===== src/rtl/lane_ram_pkg.sv =====
package lane_ram_pkg;

  function automatic bit lane_geometry_ok(int data_w, int lane_w);
    return (lane_w > 0) && (lane_w <= data_w) && ((data_w % lane_w) == 0);
  endfunction

  function automatic bit depth_ok(int depth);
    return (depth >= 2) && ((depth & (depth - 1)) == 0);
  endfunction

  function automatic bit init_count_ok(int count, int depth);
    return (count >= 0) && (count <= depth);
  endfunction

  function automatic bit read_mode_ok(bit async_rd, bit transparent);
    return !async_rd || transparent;
  endfunction

endpackage


===== src/rtl/lane_ram_store.sv =====
module lane_ram_store #(
  parameter int DATA_W = 8,
  parameter int DEPTH = 16,
  parameter int LANE_W = 8,
  parameter int INIT_COUNT = 0,
  parameter logic [DEPTH*DATA_W-1:0] INIT_WORDS = '0,
  localparam int ADDR_W = $clog2(DEPTH),
  localparam int LANES = (LANE_W > 0) ? DATA_W / LANE_W : 1
) (
  input  logic              clk,
  input  logic              rst,
  input  logic [ADDR_W-1:0] wr_addr,
  input  logic [DATA_W-1:0] wr_data,
  input  logic [LANES-1:0]  wr_lane_en,
  input  logic [ADDR_W-1:0] rd_addr,
  output logic [DATA_W-1:0] rd_word
);

  logic [DATA_W-1:0] mem [DEPTH];

  // Contents at elaboration: listed words, zeros beyond the count.
  initial begin
    for (int k = 0; k < DEPTH; k++) begin
      mem[k] = (k < INIT_COUNT) ? INIT_WORDS[k*DATA_W +: DATA_W] : '0;
    end
  end

  always_ff @(posedge clk) begin
    for (int i = 0; i < LANES; i++) begin
      if (wr_lane_en[i]) begin
        mem[wr_addr][i*LANE_W +: LANE_W] <= wr_data[i*LANE_W +: LANE_W];
      end
    end
  end

  assign rd_word = mem[rd_addr];

  for (genvar g = 0; g < LANES; g++) begin : g_lane_chk

    lane_write_chk: assert property (@(posedge clk) disable iff (rst)
      wr_lane_en[g] |=> mem[$past(wr_addr)][g*LANE_W +: LANE_W] == $past(wr_data[g*LANE_W +: LANE_W]));

    lane_keep_chk: assert property (@(posedge clk) disable iff (rst)
      !wr_lane_en[g] |=> mem[$past(wr_addr)][g*LANE_W +: LANE_W] == $past(mem[wr_addr][g*LANE_W +: LANE_W]));
  end

endmodule


===== src/rtl/lane_ram_rdport.sv =====
module lane_ram_rdport #(
  parameter int DATA_W = 8,
  parameter int ADDR_W = 4,
  parameter int LANE_W = 8,
  parameter bit RD_ASYNC = 1'b0,
  parameter bit RD_TRANSPARENT = 1'b1,
  localparam int LANES = (LANE_W > 0) ? DATA_W / LANE_W : 1
) (
  input  logic              clk,
  input  logic              rst,
  input  logic [ADDR_W-1:0] wr_addr,
  input  logic [DATA_W-1:0] wr_data,
  input  logic [LANES-1:0]  wr_lane_en,
  input  logic [ADDR_W-1:0] rd_addr,
  input  logic              rd_en,
  input  logic [DATA_W-1:0] mem_word,
  output logic [DATA_W-1:0] rd_data
);

  if (RD_ASYNC) begin : g_comb
    logic sink_unused;
    assign sink_unused = ^{clk, rst, wr_addr, wr_data, wr_lane_en, rd_addr, rd_en};
    assign rd_data = mem_word;
  end else if (RD_TRANSPARENT) begin : g_fwd
    logic              hit;
    logic              rd_en_unused;
    logic [DATA_W-1:0] merged;
    logic [DATA_W-1:0] rd_q;

    assign rd_en_unused = rd_en;
    assign hit = (wr_addr == rd_addr);

    always_comb begin
      for (int i = 0; i < LANES; i++) begin
        merged[i*LANE_W +: LANE_W] = (hit && wr_lane_en[i]) ? wr_data[i*LANE_W +: LANE_W]
                                                             : mem_word[i*LANE_W +: LANE_W];
      end
    end

    always_ff @(posedge clk) begin
      if (rst) rd_q <= '0;
      else     rd_q <= merged;
    end
    assign rd_data = rd_q;


    fwd_reset_chk: assert property (@(posedge clk) rst |=> rd_data == '0);

    fwd_new_chk: assert property (@(posedge clk) disable iff (rst)
      (wr_addr == rd_addr && (&wr_lane_en)) |=> rd_data == $past(wr_data));
  end else begin : g_hold
    logic              sink_unused;
    logic [DATA_W-1:0] rd_q;

    assign sink_unused = ^{wr_addr, wr_data, wr_lane_en, rd_addr};

    always_ff @(posedge clk) begin
      if (rst)        rd_q <= '0;
      else if (rd_en) rd_q <= mem_word;
    end
    assign rd_data = rd_q;


    hold_reset_chk: assert property (@(posedge clk) rst |=> rd_data == '0);

    hold_idle_chk: assert property (@(posedge clk) disable iff (rst)
      !rd_en |=> $stable(rd_data));
  end

endmodule


===== src/rtl/lane_ram.sv =====
module lane_ram #(
  parameter int DATA_W = 8,
  parameter int DEPTH = 16,
  parameter int LANE_W = DATA_W,
  parameter bit RD_ASYNC = 1'b0,
  parameter bit RD_TRANSPARENT = 1'b1,
  parameter int INIT_COUNT = 0,
  parameter logic [DEPTH*DATA_W-1:0] INIT_WORDS = '0,
  localparam int ADDR_W = $clog2(DEPTH),
  localparam int LANES = (LANE_W > 0) ? DATA_W / LANE_W : 1
) (
  input  logic              clk,
  input  logic              rst,
  input  logic [ADDR_W-1:0] wr_addr,
  input  logic [DATA_W-1:0] wr_data,
  input  logic [LANES-1:0]  wr_lane_en,
  input  logic [ADDR_W-1:0] rd_addr,
  input  logic              rd_en,
  output logic [DATA_W-1:0] rd_data
);

  // elaboration-time legality
  if (!lane_ram_pkg::lane_geometry_ok(DATA_W, LANE_W)) begin : g_bad_lane
    $error("lane_ram: LANE_W must be positive, at most DATA_W, and divide DATA_W");
  end
  if (!lane_ram_pkg::depth_ok(DEPTH)) begin : g_bad_depth
    $error("lane_ram: DEPTH must be a power of two of at least 2");
  end
  if (!lane_ram_pkg::init_count_ok(INIT_COUNT, DEPTH)) begin : g_bad_init
    $error("lane_ram: INIT_COUNT must lie in 0..DEPTH");
  end
  if (!lane_ram_pkg::read_mode_ok(RD_ASYNC, RD_TRANSPARENT)) begin : g_bad_mode
    $error("lane_ram: a combinational read port is always transparent");
  end

  logic [DATA_W-1:0] mem_word;

  lane_ram_store #(
    .DATA_W(DATA_W), .DEPTH(DEPTH), .LANE_W(LANE_W),
    .INIT_COUNT(INIT_COUNT), .INIT_WORDS(INIT_WORDS)
  ) u_store (
    .clk(clk), .rst(rst),
    .wr_addr(wr_addr), .wr_data(wr_data), .wr_lane_en(wr_lane_en),
    .rd_addr(rd_addr), .rd_word(mem_word)
  );

  lane_ram_rdport #(
    .DATA_W(DATA_W), .ADDR_W(ADDR_W), .LANE_W(LANE_W),
    .RD_ASYNC(RD_ASYNC), .RD_TRANSPARENT(RD_TRANSPARENT)
  ) u_rdport (
    .clk(clk), .rst(rst),
    .wr_addr(wr_addr), .wr_data(wr_data), .wr_lane_en(wr_lane_en),
    .rd_addr(rd_addr), .rd_en(rd_en),
    .mem_word(mem_word), .rd_data(rd_data)
  );

endmodule


===== config.mk =====
export PLATFORM = sky130hd
export DESIGN_NAME = lane_ram
export DESIGN_NICKNAME = d
export VERILOG_FILES = /design/src/rtl/lane_ram_pkg.sv /design/src/rtl/lane_ram_store.sv /design/src/rtl/lane_ram_rdport.sv /design/src/rtl/lane_ram.sv
export SDC_FILE = /design/constraint.sdc
export NUM_CORES = 1
export LEC_CHECK = 0
export ABC_AREA = 1
export BUFFER_PORTS_ARGS = -buffer_cell sky130_fd_sc_hd__buf_2
export CAP_MARGIN = 20
export CORE_MARGIN = 10
export CORE_UTILIZATION = 34
export CTS_CLUSTER_SIZE = 16
export DETAILED_ROUTE_END_ITERATION = 10
export PLACE_DENSITY = 0.5
export SYNTH_ARGS = -nofsm -noshare
export SYNTH_HDL_FRONTEND = slang
export SYNTH_HIERARCHICAL = 1
export SYNTH_SLANG_ARGS = --single-unit

===== constraint.sdc =====
create_clock -name clk -period 1.31 [get_ports clk]
set_input_delay 0 -clock clk [delete_from_list [all_inputs] [get_ports clk]]
set_output_delay 0 -clock clk [all_outputs]
set_load 0.05 [all_outputs]

==> impl_metrics.yaml, run 1 <==
timing:
  setup_ws_ns: 0.0847
  fin_crit_sh_pct: 93.5
  clock_skew_ns: 0.00586
  drv_slew: 0
  hold_viol_final: 0
  rsz0062_at_grt: "false"
  tightestPinTransition_ns: 0.428
  max_freq_ghz: 0.816
  setup_viol: 0
  min_period_ns: 1.23
  relSlewSlack_pct: 71.5
  setup_tns_ns: 0
finish:
  final_cells: 905
  layout-drive-gt1-share_pct: 14.9
  syn2layout_area_growth_pct: 19.1
  fin_nets: 687
  diodes: 0
  final_cell_mix: "nand2_1, edfxtp_1, inv_1"
  final_common_cell: "nand2_1"
  final_cell_area_mm2: 0.00721
synthesis:
  avgSynthCellArea_um2: 9.89
  synthCells: 612
  syn_area_mm2: 0.00605
  yosysSeqAreaShare_pct: 66.1
  ys_seq_elements: 136
  ys_warn_count: 6
  syn_nets: 632
  yosysUniqueCellTypes: 16
setup_path:
  path_class: "flop to flop"
  arrival_ns: 1.54
  r2r_cells: 8
  worstSetupStartpointType: "flop"
  startpoint: "u_store/mem[7][0]"
  r2r_end: "u_rdport/rd_data[0]"
  crit_path_end: "u_rdport/rd_data[0]"
  r2r_slack_ns: 0.08
  reg2reg_from: "u_store/mem[7][0]"
  required_ns: 1.62
  cp-end-kind: "flop"
  critPathMaxFanout: 1
place:
  place_area_mm2: 0.00658
  io_buffers: 26
  gp_congestion: 0.842
  placed_cells_incl_taps: 871
  dpl.hpwl_mm: 9.74
  pre_cts_ws_ns: 0.0421
hold_path:
  hp-start: "wr_data[4]"
  hold_depth: 1
  holdCritPathClass: "input pin to flop"
clock_tree:
  clock_path_buffers: 2
  clock_latency_ns: 0.42
  cts_tree: "built"
  cts.htree.levels: 4
  clockRootBuffer: "clkbuf_16"
  cts_sinks: 136
  cts_buffers: 17
  clkTransAtPathRegs_ns: 0.06
power:
  p_total_mw: 10.5
  power.density_mw_per_mm2: 1450
  p_leak_nw: 3.17
  worst_ir_drop_vdd_mv: 0.898
outcome:
  status: "finished, final reports clean"
floorplanning:
  die_area_mm2: 0.0235
  start_util_pct: 34.9
  ioPinCount: 28
  die_y_um: 153
  rows: 48
  die_x_um: 153
  core_mm2: 0.0174
detailed_routing:
  vias_per_cell: 4.54
  drc: 0
  first_pass_iters: 4
  drtIter0Drc: 320
  routed_wirelength_mm: 15.1
  final_antenna_net_count: 0
  num_vias: 4111
  wl_per_cell_um: 16.7
global_routing:
  grt_pass1_wl_mm: 23.8
  antenna_found_initial: 0
  grt_max_degree: 56
  overflow: 0
  grt_pass1_vias: 4272
  grt_usage_pct: 13.2
flow_run:
  cap_violations: 0
## worst min-delay path by stage
stage,end,slack [ns]
floorplan,u_store/mem[0][0],0.1
global placement,u_rdport/rd_data[6],0.36
detailed placement,u_rdport/rd_data[3],0.37
CTS,u_store/mem[10][1],0.03
global route,u_store/mem[13][4],0.01
finish,u_store/mem[13][4],0.03
## cell usage after synthesis
library cell	n	area share [%]
inv_1	114	7.1
nor2_4	3	0.56
nand2_1	189	12
inv_2	3	0.19
nor2_1	34	2.1
nand4_1	8	0.83
dfxtp_1	8	2.6
nand2_2	1	0.10
buf_4	4	0.50
edfxtp_1	128	63
nand3b_1	2	0.25
buf_1	1	0.062
buf_6	6	1.1
nand3_1	97	8.0
xnor2_2	1	0.27
buf_2	13	1.1
## critical path, cell delays in order (launching register included)
cell and delay, ns:
edfxtp_1 0.35, inv_1 0.06, nand2_1 0.04, nand3_1 0.11, nand3_1 0.08, nand3_1 0.17
nand2_1 0.08, nor2_1 0.17, nor2_1 0.07
## state kept, by name (all words and copies together), names as in the netlist
name,flops
u_rdport/rd_data,8
u_store/mem,128
## cell type report
type	count	area, µm²
Clock buffer	18	429
Clock inverter	14	158
Fill cell	1693	10100
Inverter	117	439
Multi-Input combinational cell	335	1470
Sequential cell	136	4000
Tap cell	225	282
Timing Repair Buffer	60	428
## metrics by stage
step	hold slack (ns)	util (%)
6_report	0.0262	41.5
5_1_grt	0.0146	41.5
4_1_cts	0.0292	41.4
3_5_place_dp	0.366	37.9
3_3_place_gp	0.364	37.9
2_1_floorplan	0.0989	-
## cell families (layout without fill, tap and decap cells)
group,count (synthesis),after routing,synth area share (%)
and+or+nand+nor,334,334,23.6
buffers and inverters,141,209,10.0
DFF,136,136,66.1
xor gates and xnor gates,1,1,0.269
## what timing repair did
| item | in CTS | in global routing |
|---|---|---|
| buffers inserted | 0 | 0 |
| hold endpoints to repair | 15 | 0 |
| resized for setup | 0 | 7 |
| setup endpoints to repair | 0 | 5 |
| hold buffers | 2 | 0 |
## metal layers
layer  global-route usage (%)  vias to the layer above  wire length [µm]
met1                     16.5                     1945              6930
met4                     5.76                        0               257
met5                        0                        -                 0
li1                         -                     2068                 -
met3                     3.40                       16               682
met2                     21.0                       82              7290
## report_power, final
part           leakage (nW)  internal [mW]  switching [mW]
Sequential             1.22           4.86          0.0237
Clock                 0.270           2.96            1.79
Combinational          1.68          0.247           0.601
Power figures use the tool's default switching activity.
==> run 2, diff against run 1 <==
PLACE_DENSITY = default   (was 0.5)
PLACE_DENSITY_LB_ADDON = 0.12   (was default)
==> impl_metrics.yaml, run 2 (synthesis results as in run 1) <==
timing:
  rsz0062_at_grt: "false"
  max_freq_ghz: 0.850
  min_period_ns: 1.18
  clock_skew_ns: 0.00496
  holdWs_ns: 0.0257
  hold_viol_final: 0
  fin_crit_sh_pct: 89.8
  drv_slew: 0
  relSlewSlack_pct: 72.9
  tightestPinTransition_ns: 0.407
  setup_tns_ns: 0
  setup_viol: 0
finish:
  final_common_cell: "nand2_1"
  fin_nets: 692
  final_cells: 910
  syn2layout_area_growth_pct: 18.6
  top_register: "u_store/mem"
  final_cell_mix: "nand2_1, edfxtp_1, inv_1"
  final_cell_area_mm2: 0.00718
  diodes: 0
  layout-drive-gt1-share_pct: 14.0
  largest_reg_flops: 128
global_routing:
  grt_max_degree: 42
  grt_pass1_wl_mm: 23.7
  grt_pass1_vias: 4072
  antenna_found_initial: 0
  grt_usage_pct: 13.2
  overflow: 0
power:
  p_total_mw: 9.99
  p_leak_nw: 3.18
  worst_ir_drop_vdd_mv: 0.832
  power.density_mw_per_mm2: 1390
floorplanning:
  start_util_pct: 34.9
  die_y_um: 153
  die_x_um: 153
  die_area_mm2: 0.0235
  core_mm2: 0.0174
  ioPinCount: 28
  rows: 48
setup_path:
  worstSetupStartpointType: "flop"
  r2r_slack_ns: 0.13
  path_common_cell: "nand3_1"
  reg2reg_from: "u_store/mem[5][7]"
  required_ns: 1.62
  cpMaxStageDelayCell: "edfxtp_1"
  worst-path-buf-inv: 1
  path_cells: "inv_1, nand2_1, nand3_1, nand3_1, nand3_1, nand2_1, nor2_1, nor2_1"
  arrival_ns: 1.48
  cp_top_family: "simple AND/OR/NAND/NOR gates"
  critPathMaxFanout: 1
  path_class: "flop to flop"
  slowest_delay_ns: 0.36
  startpoint: "u_store/mem[5][7]"
  cp-end-kind: "flop"
clock_tree:
  clkTransAtPathRegs_ns: 0.05
  clockRootBuffer: "clkbuf_16"
  cts_buffers: 17
  clock_path_buffers: 2
  cts_sinks: 136
  cts_tree: "built"
  clock_latency_ns: 0.41
  cts.htree.levels: 4
detailed_routing:
  vias_per_cell: 4.55
  first_pass_iters: 5
  final_antenna_net_count: 0
  drc: 0
  wl_per_cell_um: 16.7
  routed_wirelength_mm: 15.2
  num_vias: 4137
  drtIter0Drc: 275
place:
  placed_cells_incl_taps: 874
  dpl.hpwl_mm: 9.78
  io_buffers: 26
  gp_congestion: 0.807
  place_area_mm2: 0.00661
hold_path:
  holdCritPathClass: "input pin to flop"
  hp-start: "wr_data[2]"
flow_run:
  cap_violations: 0
outcome:
  status: "finished, final reports clean"
==> run 2: cell count changes in the layout (fill, tap and decap cells not counted), sizes merged <==
cell	before	now
bufinv	3	1
clkbuf	18	21
clkinv	6	8
clkinvlp	5	2
dlygate4sd3	2	4
buf	58	61
==> run 2: area by class of cell <==
class                           count  area, µm²
Clock buffer                       21        440
Sequential cell                   136       4000
Tap cell                          225        282
Multi-Input combinational cell    335       1450
Timing Repair Buffer               65        483
Clock inverter                     11       82.6
Fill cell                        1676      10200
Inverter                          117        439
==> run 2: layer usage <==
metal	wire, µm	track usage [%]
met3	723	3.68
met2	7110	20.8
met4	209	4.68
met5	0	0
met1	7110	17.1
==> run 2: final timing paths <==
path | end | depth (start not counted)
min | u_store/mem[1][2] | 1
min reg2reg | u_rdport/rd_data[5] | 8
max reg2reg | u_rdport/rd_data[7] | 8
max | u_rdport/rd_data[7] | 8
==> run 2: timing repair <==
| action | CTS | global route |
|---|---|---|
| setup buffers | 0 | 0 |
| gates resized for setup | 0 | 1 |
| hold buffers | 4 | 0 |
| setup endpoints to repair | 0 | 1 |
| endpoints found under the hold margin | 34 | 0 |
==> run 2: per-stage QoR <==
step           setup slack (ns)  utilization [%]
6_report                  0.133             41.4
5_1_grt                 0.00110             41.4
4_1_cts                   0.138             41.3
3_5_place_dp             0.0461             38.1
3_3_place_gp             0.0349             38.1
2_1_floorplan             0.359                -
==> run 2: where the power goes <==
group | internal [mW] | switching (mW)
registers | 4.86 | 0.0235
logic | 0.256 | 0.593
clock network | 2.57 | 1.69
total | 7.68 | 2.31
==> run 3, diff against run 2 <==
clock period = 1.2 ns   (was 1.31 ns; I/O delays follow)
==> impl_metrics.yaml, run 3 (synthesis results as in run 1) <==
clock_tree:
  cts_tree: "built"
  clkTransAtPathRegs_ns: 0.05
  cts_sinks: 136
  clockRootBuffer: "clkbuf_16"
  clock_latency_ns: 0.42
  clock_path_buffers: 2
  postCtsSetupBuffers: 0
  cts_buffers: 17
  cts.htree.levels: 4
floorplanning:
  start_util_pct: 34.9
  core_mm2: 0.0174
  die_y_um: 153
  die_area_mm2: 0.0235
  rows: 48
  die_x_um: 153
  ioPinCount: 28
finish:
  diodes: 0
  final_common_cell: "nand2_1"
  syn2layout_area_growth_pct: 22.7
  top_register: "u_store/mem"
  utilization_pct: 42.8
  fin_nets: 699
  layout-drive-gt1-share_pct: 18.1
  final_cell_area_mm2: 0.00743
  final_cell_mix: "nand2_1, edfxtp_1, inv_1"
  largest_reg_flops: 128
power:
  p_clk_share_pct: 42.6
  pwr-share-seq_pct: 48.2
  netSwitchingFraction_pct: 22.8
  internal_power_mw: 8.55
  p_switching_mw: 2.52
  pwr-share-comb_pct: 9.3
  power.density_mw_per_mm2: 1490
  worst_ir_drop_vdd_mv: 1.02
  p_leak_nw: 3.29
place:
  dpl.hpwl_mm: 10.3
  io_buffers: 26
  gp_congestion: 0.828
  place_area_mm2: 0.00675
setup_path:
  r2r_slack_ns: 0.06
  critPathMaxFanout: 1
  cp-end-kind: "flop"
  path_class: "flop to flop"
  arrival_ns: 1.44
  r2r_cells: 8
  required_ns: 1.50
  worstSetupStartpointType: "flop"
  reg2reg_from: "u_store/mem[7][1]"
  r2r_end: "u_rdport/rd_data[1]"
timing:
  clock_skew_ns: 0.00837
  setup_tns_ns: 0
  relSlewSlack_pct: 71.8
  min_period_ns: 1.14
  fin_crit_sh_pct: 94.7
  setup_viol: 0
  max_freq_ghz: 0.880
  holdWs_ns: 0.0157
  hold_viol_final: 0
  tightestPinTransition_ns: 0.423
  drv_slew: 0
detailed_routing:
  first_pass_iters: 5
  routed_wirelength_mm: 15.6
  vias_per_cell: 4.65
  drtIter0Drc: 405
  wl_per_cell_um: 17.1
  final_antenna_net_count: 0
  num_vias: 4262
  drc: 0
outcome:
  status: "finished, final reports clean"
global_routing:
  overflow: 0
  antenna_found_initial: 0
  grt_usage_pct: 13.5
  grt_pass1_wl_mm: 24.1
  grt_pass1_vias: 4183
  grt_max_degree: 29
hold_path:
  holdPathEnd: "u_store/mem[1][7]"
  hp-start: "wr_data[7]"
  holdCritPathClass: "input pin to flop"
  hold_depth: 1
flow_run:
  cap_violations: 0
-- run 3: changes by cell type in the layout (fill, tap and decap cells not counted), moves of 3 or more --
cell,delta
nand3_1,-18
nand3_2,+17
buf_12,+6
clkbuf_8,+5
clkinv_2,-4
clkbuf_1,+3
-- run 3: power groups by stage --
stage / combinational, mW / clock, mW / sequential [mW]
after floorplan: 0.464 / 0 / 5.51
after global placement: 0.985 / 0 / 5.43
after detailed placement: 0.990 / 0 / 5.43
after CTS: 1.00 / 4.82 / 5.34
after global routing: 1.13 / 5.03 / 5.34
final: 1.02 / 4.71 / 5.34
-- run 3: worst max-delay path by stage --
stage          slack, ns                  end  depth (start not counted)         startpoint
2_1_floorplan       0.25   u_store/mem[10][0]                          2         wr_addr[2]
3_3_place_gp       -0.04  u_rdport/rd_data[3]                         11         rd_addr[0]
3_5_place_dp       -0.05  u_rdport/rd_data[7]                         10         rd_addr[0]
4_1_cts            0.002  u_rdport/rd_data[3]                          8  u_store/mem[5][3]
5_1_grt           -0.004  u_rdport/rd_data[5]                          8  u_store/mem[0][5]
6_report            0.06  u_rdport/rd_data[1]                          8  u_store/mem[7][1]
-- run 3: routing by layer --
layer / wire length (µm) / GRT usage (%) / up-vias / part of all wire, %
met5: 0 / 0 / - / 0
li1: - / - / 2093 / -
met1: 7120 / 17.2 / 2042 / 45
met2: 7500 / 21.6 / 104 / 48
met3: 761 / 3.51 / 23 / 4.9
met4: 268 / 5.26 / 0 / 1.7
-- run 3: layout make-up --
type | instances | area (µm²)
clock buffer | 29 | 520
clock inverter | 3 | 17.5
fill | 1680 | 9930
inverter | 117 | 439
multi-input combinational | 335 | 1560
sequential | 136 | 4000
tap | 225 | 282
timing repair buffer | 72 | 608
-- run 3: critical path, stage by stage, from the launching register on --
cell and delay, ns:
edfxtp_1 0.36, inv_1 0.06, nand2_1 0.04, nand3_1 0.07, nand3_1 0.11, nand3_1 0.16
nand2_1 0.07, nor2_1 0.09, nor2_1 0.06
-- run 3: metrics by stage --
stage / setup slack (ns) / power [mW] / std cells
3_3_place_gp: -0.0390 / 6.42 / 882
4_1_cts: 0.00185 / 11.2 / 917
5_1_grt: -0.00381 / 11.5 / 917
3_5_place_dp: -0.0513 / 6.42 / 882
2_1_floorplan: 0.249 / 5.98 / 612
6_report: 0.0637 / 11.1 / 917
-- run 3: what timing repair did --
action,CTS,global route
setup endpoints to repair,0,6
hold buffers,3,0
endpoints found under the hold margin,20,0
gates resized for setup,0,24
